`config.mk`:
```
export PLATFORM = sky130hd
export DESIGN_NAME = alu_flags_unit
export DESIGN_NICKNAME = d
export VERILOG_FILES = /design/src/rtl/alu_flags_pkg.sv /design/src/rtl/alu_core.sv /design/src/rtl/alu_flag_reg.sv /design/src/rtl/alu_flags_unit.sv
export SDC_FILE = /design/constraint.sdc
export NUM_CORES = 1
export LEC_CHECK = 0
export BUFFER_PORTS_ARGS = -buffer_cell sky130_fd_sc_hd__buf_2
export CAP_MARGIN = 10
export CELL_PAD_IN_SITES_DETAIL_PLACEMENT = 0
export CELL_PAD_IN_SITES_GLOBAL_PLACEMENT = 1
export CORE_ASPECT_RATIO = 0.8
export CORE_MARGIN = 4
export CORE_UTILIZATION = 43
export CTS_CLUSTER_DIAMETER = 30
export DETAILED_ROUTE_END_ITERATION = 10
export GPL_ROUTABILITY_DRIVEN = 0
export HOLD_SLACK_MARGIN = 0.08
export PLACE_DENSITY = 0.9
export SLEW_MARGIN = 5
export SYNTH_ARGS = -nofsm -noshare
export SYNTH_HDL_FRONTEND = slang
export SYNTH_SLANG_ARGS = --single-unit
export TNS_END_PERCENT = 50
```
`constraint.sdc`:
```
create_clock -name clk -period 13.4 [get_ports clk]
set_input_delay 2.01 -clock clk [delete_from_list [all_inputs] [get_ports clk]]
set_output_delay 2.01 -clock clk [all_outputs]
set_load 0.03 [all_outputs]
```
`src/rtl/alu_flags_pkg.sv`:
```
package alu_flags_pkg;

    localparam int FUNC_W = 4;

    localparam logic [FUNC_W-1:0] OP_PASS_A  = 4'd0;
    localparam logic [FUNC_W-1:0] OP_PASS_B  = 4'd1;
    localparam logic [FUNC_W-1:0] OP_ADD     = 4'd2;
    localparam logic [FUNC_W-1:0] OP_ADD_ALT = 4'd3;
    localparam logic [FUNC_W-1:0] OP_ADC     = 4'd4;
    localparam logic [FUNC_W-1:0] OP_SUB     = 4'd5;
    localparam logic [FUNC_W-1:0] OP_AND     = 4'd6;
    localparam logic [FUNC_W-1:0] OP_OR      = 4'd7;
    localparam logic [FUNC_W-1:0] OP_XOR     = 4'd8;
    localparam logic [FUNC_W-1:0] OP_NOT     = 4'd9;
    localparam logic [FUNC_W-1:0] OP_SHL     = 4'd10;
    localparam logic [FUNC_W-1:0] OP_SHR     = 4'd11;

    typedef struct packed {
        logic c;
        logic v;
        logic n;
        logic z;
    } flags_t;

    // Signed overflow of an addition: the operand signs agree and the sum sign does not.
    function automatic logic add_overflow(input logic sign_a, input logic sign_b,
                                          input logic sign_sum);
        return (sign_a == sign_b) && (sign_sum != sign_a);
    endfunction

endpackage

```
`src/rtl/alu_core.sv`:
```
module alu_core
    import alu_flags_pkg::*;
#(
    parameter int W = 8
) (
    input  logic [W-1:0]      a,
    input  logic [W-1:0]      b,
    input  logic [FUNC_W-1:0] func,
    input  logic              cin,
    output logic [W-1:0]      res,
    output logic              c_out,
    output logic              v_out
);

    logic [W-1:0] b_eff;
    logic         c_eff;
    logic         arith;
    logic [W:0]   sum;

    always_comb begin
        b_eff = '0;
        c_eff = 1'b0;
        arith = 1'b0;
        res   = a;
        c_out = 1'b0;
        v_out = 1'b0;
        case (func)
            OP_PASS_A: res = a;
            OP_PASS_B: res = b;
            OP_ADD, OP_ADD_ALT: begin
                arith = 1'b1;
                b_eff = b;
            end
            OP_ADC: begin
                arith = 1'b1;
                b_eff = b;
                c_eff = cin;
            end
            OP_SUB: begin
                arith = 1'b1;
                b_eff = ~b;
                c_eff = 1'b1;
            end
            OP_AND: res = a & b;
            OP_OR:  res = a | b;
            OP_XOR: res = a ^ b;
            OP_NOT: res = ~a;
            OP_SHL: begin
                res   = {a[W-2:0], 1'b0};
                c_out = a[W-1];
            end
            OP_SHR: begin
                res   = {1'b0, a[W-1:1]};
                c_out = a[0];
            end
            default: res = a;
        endcase
        sum = {1'b0, a} + {1'b0, b_eff} + {{W{1'b0}}, c_eff};
        if (arith) begin
            res   = sum[W-1:0];
            c_out = sum[W];
            v_out = add_overflow(a[W-1], b_eff[W-1], sum[W-1]);
        end
    end

endmodule

```
`src/rtl/alu_flag_reg.sv`:
```
module alu_flag_reg
    import alu_flags_pkg::*;
#(
    parameter int W = 8
) (
    input  logic         clk,
    input  logic         rst,
    input  logic         we,
    input  logic [W-1:0] res,
    input  logic         c_in,
    input  logic         v_in,
    output flags_t       q
);

    flags_t d;

    always_comb begin
        d.c = c_in;
        d.v = v_in;
        d.n = res[W-1];
        d.z = (res == '0);
    end

    always_ff @(posedge clk) begin
        if (rst)
            q <= '0;
        else if (we)
            q <= d;
    end

    assert_reset_clear_R12: assert property (@(posedge clk)
        rst |=> (q == '0));

    assert_hold_when_idle_R11: assert property (@(posedge clk) disable iff (rst)
        !we |=> $stable(q));

endmodule

```
`src/rtl/alu_flags_unit.sv`:
```
module alu_flags_unit
    import alu_flags_pkg::*;
#(
    parameter int W = 8
) (
    input  logic              clk,
    input  logic              rst,
    input  logic [W-1:0]      op_a,
    input  logic [W-1:0]      op_b,
    input  logic [FUNC_W-1:0] func,
    input  logic              carry_in,
    input  logic              flag_we,
    output logic [W-1:0]      result,
    output logic              flag_c,
    output logic              flag_v,
    output logic              flag_n,
    output logic              flag_z
);

    logic   c_raw;
    logic   v_raw;
    flags_t flags_q;

    alu_core #(.W(W)) u_core (
        .a     (op_a),
        .b     (op_b),
        .func  (func),
        .cin   (carry_in),
        .res   (result),
        .c_out (c_raw),
        .v_out (v_raw)
    );

    alu_flag_reg #(.W(W)) u_flags (
        .clk  (clk),
        .rst  (rst),
        .we   (flag_we),
        .res  (result),
        .c_in (c_raw),
        .v_in (v_raw),
        .q    (flags_q)
    );

    assign flag_c = flags_q.c;
    assign flag_v = flags_q.v;
    assign flag_n = flags_q.n;
    assign flag_z = flags_q.z;

    assert_pass_a_result_R1: assert property (@(posedge clk) disable iff (rst)
        (func == OP_PASS_A) |-> (result == op_a));

    assert_pass_clears_cv_R2: assert property (@(posedge clk) disable iff (rst)
        (flag_we && (func == OP_PASS_A || func == OP_PASS_B)) |=> (!flag_c && !flag_v));

    assert_zero_flag_R7: assert property (@(posedge clk) disable iff (rst)
        flag_we |=> (flag_z == ($past(result) == '0)));

    assert_neg_flag_R7: assert property (@(posedge clk) disable iff (rst)
        flag_we |=> (flag_n == $past(result[W-1])));

    assert_bitwise_clears_cv_R8: assert property (@(posedge clk) disable iff (rst)
        (flag_we && func >= OP_AND && func <= OP_NOT) |=> (!flag_c && !flag_v));

    assert_upper_codes_clear_cv_R10: assert property (@(posedge clk) disable iff (rst)
        (flag_we && func >= 4'd12) |=> (!flag_c && !flag_v));

endmodule

```
=== After elaboration in Yosys (flattened, before gate mapping) ===
Index checks and enable logic that the tools add are counted.

* Latch bits: 0
* Output and inout port bits: 12
* Bits in writable memories: 0
* Input bits: 24
* Word-level logic and storage cells: 36
* Register bits: 4
* Bits in read-only memories: 0
* Memories: 0

* Shift-type cells: 0
* Multiply operators: 0
* Div/mod/pow operators: 0
* Reductions and logical operators: 4
* Muxes and demuxes: 8
* Equality and inequality tests: 13
* Bitwise logic cells: 5
* Magnitude comparators: 0
* $add $sub $neg: 2

{| class="wikitable"
|+ Operators with widths
! operator !! count
|-
| 8-bit case mux with 7 select lines || 1
|-
| 4-bit by 3-bit == test with 1-bit output (second input constant) || 4
|-
| 4-bit == test (second input constant) || 4
|-
| 8-bit NOT || 2
|-
| 8-bit case mux with 2 select lines || 1
|-
| 8-bit by 8-bit adder with 9-bit output || 1
|-
| 9-bit by 1-bit adder with 9-bit output || 1
|-
| 8-bit bitwise AND || 1
|-
| 4-bit by 2-bit == test with 1-bit output (second input constant) || 2
|-
| 8-bit zero test || 1
|-
| 8-bit 2-to-1 mux || 1
|-
| 8-bit OR || 1
|-
| 8-bit bitwise XOR || 1
|-
| 4-bit by 1-bit == test with 1-bit output (second input constant) || 1
|-
| 1-bit case mux with 2 select lines || 2
|-
| 4-bit OR reduction || 1
|-
| 1-bit 2-to-1 mux || 3
|-
| 3-bit OR reduction || 1
|-
| 1-bit == test || 1
|-
| 1-bit logical AND || 1
|-
| 1-bit inequality test || 1
|}

=== Depth between registers and ports, before layout ===
* Depth after elaboration: 8
* Depth in mapped cells: 18
* Depth with buffers taken out: 13

=== Cells and area by module ===
A second synthesis with hierarchy kept.

* Cells, all modules: 236
* Area total of the unflattened synthesis: 1745.4 µm²

{| class="wikitable"
|+ Modules (own cells, without submodules)
! module !! times used !! cells an instance !! seq. area each (µm²) !! area each (µm²)
|-
| alu_core || 1 || 218 || 0.0 || 1586.5
|-
| alu_flag_reg || 1 || 18 || 80.1 || 158.9
|}

=== Worst setup path after synthesis ===
OpenSTA, ideal clock, no wires.

* Path kind: input-to-output
* Start point: input func[0]
* End point: output result[1]
* Buffers on the path: 5
* Stages: 13
* Arrival: 5.401 ns
* Data required time: 11.390 ns
* Path slack: 5.989 ns
* Cell sequence: buf_4 -> buf_2 -> buf_2 -> buf_1 -> buf_1 -> xor2_1 -> a22oi_1 -> nor2_1 -> fa_1 -> inv_1 -> fa_1 -> o22a_1 -> a311oi_1

* Longest elaborated chain between the ends: 6
* Elaborated cells on any way between the ends: 20
* Those cells by class: add/sub: 2; eq/ne: 11; mux: 5; reduce/logical: 2

{| class="wikitable"
|+ Ends and longest elaborated chain
! element !! line !! text
|-
| start: declaration || alu_flags_unit.sv:10 || <nowiki>input logic [FUNC_W-1:0] func,</nowiki>
|-
| 4-bit by 2-bit == test with 1-bit output / 4-bit by 3-bit == test with 1-bit output (equally long branches) || alu_core.sv:27 || <nowiki>case (func)</nowiki>
|-
| 3-bit OR reduction (no line) || n/a ||
|-
| 8-bit case mux with 2 select lines || alu_core.sv:27 ||
|-
| 8-bit by 8-bit adder with 9-bit output || alu_core.sv:58 || <nowiki>sum = {1'b0, a} + {1'b0, b_eff} + {{W{1'b0}}, c_eff};</nowiki>
|-
| 9-bit by 1-bit adder with 9-bit output || alu_core.sv:58 ||
|-
| 8-bit 2-to-1 mux * || alu_core.sv:59 || <nowiki>if (arith) begin</nowiki>
|-
| end: declaration || alu_flags_unit.sv:13 || <nowiki>output logic [W-1:0] result,</nowiki>
|}

Every way passes the cells marked *; elsewhere a longest branch is shown, timed or not.

=== Final worst setup path ===
* Start point: input func[1]
* End point: output result[7]

Same word-level chain as after synthesis.

==> flow_summary_export.csv <==
group,metric,value,unit
global_route,grt-ovfl-total,0,
drt,wl,5465,um
synth,mappedNetlistArea,1839,um2
layout,fin_area,2024,um2
critical_path,critPathMaxFanout,22,
synth,synth_cell_types,58,
floorplanning,die_h,66.50,um
global_route,grt_max_degree,49,
timing,finalWorstPathRequiredPeriod,7312,ps
synth,ys_ff_latch,4,
timing,worstMarginPinSlew,796.6,ps
floorplanning,row_count,20,
timing,finalSetupTns,0,ps
placed_design,place_hpwl,4217,um
global_route,grt.total_usage,21.11,%
clock_network,post_cts_resize_count,0,
global_route,grt_pass1_wl,9183,um
timing,finalCritPeriodShare,54.57,%
layout,n_antenna_cell,0,
synth,synth_top_area_share,15.65,%
global_route,antenna_found_initial,0,
synth,synth_largest_area_cell,"ha_1",
critical_path,cp.buffers_inverters,4,
clock_network,cts-buffers-inserted,3,
layout,n_fill_cell,431,
synth,yosysSeqAreaShare,4.354,%
layout,top_register,"u_flags.q",
synth,netlist_top_cells_area,"ha_1 (16%), a21oi_1 (6.0%), inv_1 (4.9%)",
critical_path,crit_type,"in -> out",
placed_design,numPortBuffers,35,
synth,yosysWarnings,0,
synth,syn-instance-count,264,
floorplanning,ios,36,
critical_path,r2r_setup_slack,12480,ps
floorplanning,dieArea,5394,um2
synth,synth_top_family_by_area,"compound AO/OA/AOI/OAI gates",
worst_hold_path,hold_depth,2,
power,power.density,55.51,nW/um2
clock_network,cts-root-buf,"clkbuf_8",
critical_path,arrival,5300,ps
clock_network,clock-sinks,4,
synth,post_synth_fa_ha_maj_area_fraction,17.82,%
synth,synth_simple_gate_area_share,22.93,%
layout,reg_top3,"u_flags.q x4",
drt,first_pass_iters,5,
clock_network,cts_tree,"yes",
synth,synth_edf_count,0,
worst_hold_path,hold_path.class,"reg -> reg",
synth,syn-num-nets,313,
drt,initialDrtViolationCount,255,
clock_network,clk_pin_slew,30,ps
clock_network,cts.path.max_buffers,2,
critical_path,cp_cell_sequence,"buf_2, nor2b_1, a22oi_1, or2_2, inv_1, ha_1, a211oi_1, nor3b_1, a221oi_1, xnor2_1, a21oi_1, inv_1, buf_2",
drt,ant_nets,0,
timing,setup_viol,0,
drt,drc,0,
clock_network,clkLatencyLatePin,220,ps
layout,largest_reg_flops,4,
critical_path,cp-end-kind,"output port",
floorplanning,initial_core_util,46.52,%
critical_path,slowest_delay,650,ps
outcome,status,"completed",
power,vdd_drop_max,29.02,uV
drt,routed_via_density,6.056,
critical_path,slowest_stage,"nor2b_1",
synth,yosys_most_used_dff,"dfxtp_1",
synth,synthMuxAreaShare,0.5442,%
layout,drive_gt1_share,17.61,%
placed_design,place_area,1983,um2
floorplanning,die_w,81.12,um
critical_path,path_depth,13,
synth,synth-compound-area-share,38.57,%
timing,skew,0,ps
timing,rsz0062_at_grt,"no",
synth,synthXorXnorAreaFrac,5.238,%
floorplanning,core,3954,um2
synth,avgSynthCellArea,6.967,um2
clock_network,ctsHoldBuffers,0,
critical_path,crit_required,11390,ps
layout,area_delta_synth_final,10.07,%
clock_network,cts_max_level,1,
timing,finalHoldViolCount,0,
power,power.total,112.4,uW
power,power.leakage,0.0009259,uW
global_route,grt_pass1_vias,1875,
critical_path,r2r_cells,2,
critical_path,startpoint_type,"input port",
drt,wl_per_cell,16.12,um
synth,async_reset_ff_share,0,%
layout,finalNetCount,335,
clock_network,post_cts_buffers,0,
critical_path,crit_family,"compound AO/OA/AOI/OAI gates",
flow_run,drv_cap,0,
timing,fmax,136.8,MHz
timing,max_slew_margin,46.89,%
drt,vias,2053,
timing,maxSlewViolCount,0,
==> final timing paths <==
path	startpoint	end
setup / recovery	func[1]	result[7]
hold / removal	u_flags.q[3]$_SDFFE_PP0P_	u_flags.q[3]$_SDFFE_PP0P_
setup reg to reg	u_flags.q[0]$_SDFFE_PP0P_	u_flags.q[0]$_SDFFE_PP0P_
hold reg to reg	u_flags.q[3]$_SDFFE_PP0P_	u_flags.q[3]$_SDFFE_PP0P_
==> cells in the final DEF, fill, tap and decap left out, types with 4 or more instances in the layout <==
cell / netlist / routed
a21oi_1: 22 / 22
a22oi_1: 10 / 10
or2_2: 4 / 4
buf_2: 5 / 35
o21bai_1: 6 / 6
ha_1: 23 / 23
nand2b_1: 7 / 7
dfxtp_1: 4 / 4
xnor2_1: 4 / 4
o22ai_1: 9 / 9
nand2_1: 17 / 17
a221oi_1: 5 / 5
o21ai_0: 17 / 17
inv_1: 24 / 24
nor2_1: 23 / 23
nor2b_1: 5 / 5
nand3_1: 5 / 5
xor2_1: 7 / 7
==> through the flow <==
stage                     util, %  hold WS [ps]  instances  worst slack [ps]
after floorplan                 -         590.9        264              5989
after global placement      50.16         458.1        336              6202
after detailed placement    50.16         462.0        336              6086
after CTS                   51.20         469.3        339              6090
after global routing        51.20         520.2        339              5671
final                       51.20         472.9        339              6088
==> Yosys cell counts, drive strengths merged (2+ instances only) <==
cell and n:
inv 25, ha 23, nor2 23, a21oi 22, nand2 17, o21ai 17
buf 13, a22oi 10, o22ai 9, nand2b 7, xor2 7, nor2b 6
o21bai 6, a221oi 5, clkbuf 5, nand3 5, dfxtp 4, o211ai 4
or2 4, xnor2 4, a21o 3, nor3b 3, o22a 3, o32ai 3
a211oi 2, a22o 2, a311oi 2, a31oi 2, fa 2, nand3b 2
nor3 2, or2b 2, or3b 2, or4 2
==> cells by family (layout without fill, tap and decap cells) <==
| group | after synthesis | in the layout |
|---|---|---|
| xor gates and xnor gates | 11 | 11 |
| AOI/OAI and AO/OA | 101 | 101 |
| buffers and inverters | 43 | 63 |
| and+or+nand+nor | 79 | 79 |
| adders and majority gates | 25 | 25 |
| muxes | 1 | 1 |
| DFF | 4 | 4 |
==> worst min-delay path, cell delays in order (launching register included) <==
cell and delay [ps]:
dfxtp_1 300, nand2b_1 60, a21oi_1 60
==> power by group <==
part           switching, uW  internal, uW
clock                   7.10          19.2
sequential             0.191          12.5
combinational           46.6          26.7
total                   53.9          58.4
==> per-layer routing <==
layer / track usage, % / up-vias / wire length [um]
li1: - / 1001 / -
met1: 32.45 / 958 / 2731
met2: 30.74 / 84 / 2289
met3: 2.162 / 10 / 345
met4: 5.274 / 0 / 97
met5: 0 / - / 0
==> layout make-up <==
| type | count | area, um2 | area share, % |
|---|---|---|---|
| Multi-Input combinational cell | 217 | 1565 | 77.32 |
| Timing Repair Buffer | 35 | 175.2 | 8.653 |
| Inverter | 25 | 93.84 | 4.635 |
| Sequential cell | 4 | 80.08 | 3.956 |
| Tap cell | 55 | 68.82 | 3.399 |
| Clock buffer | 3 | 41.29 | 2.040 |
Power figures use the tool's default switching activity.
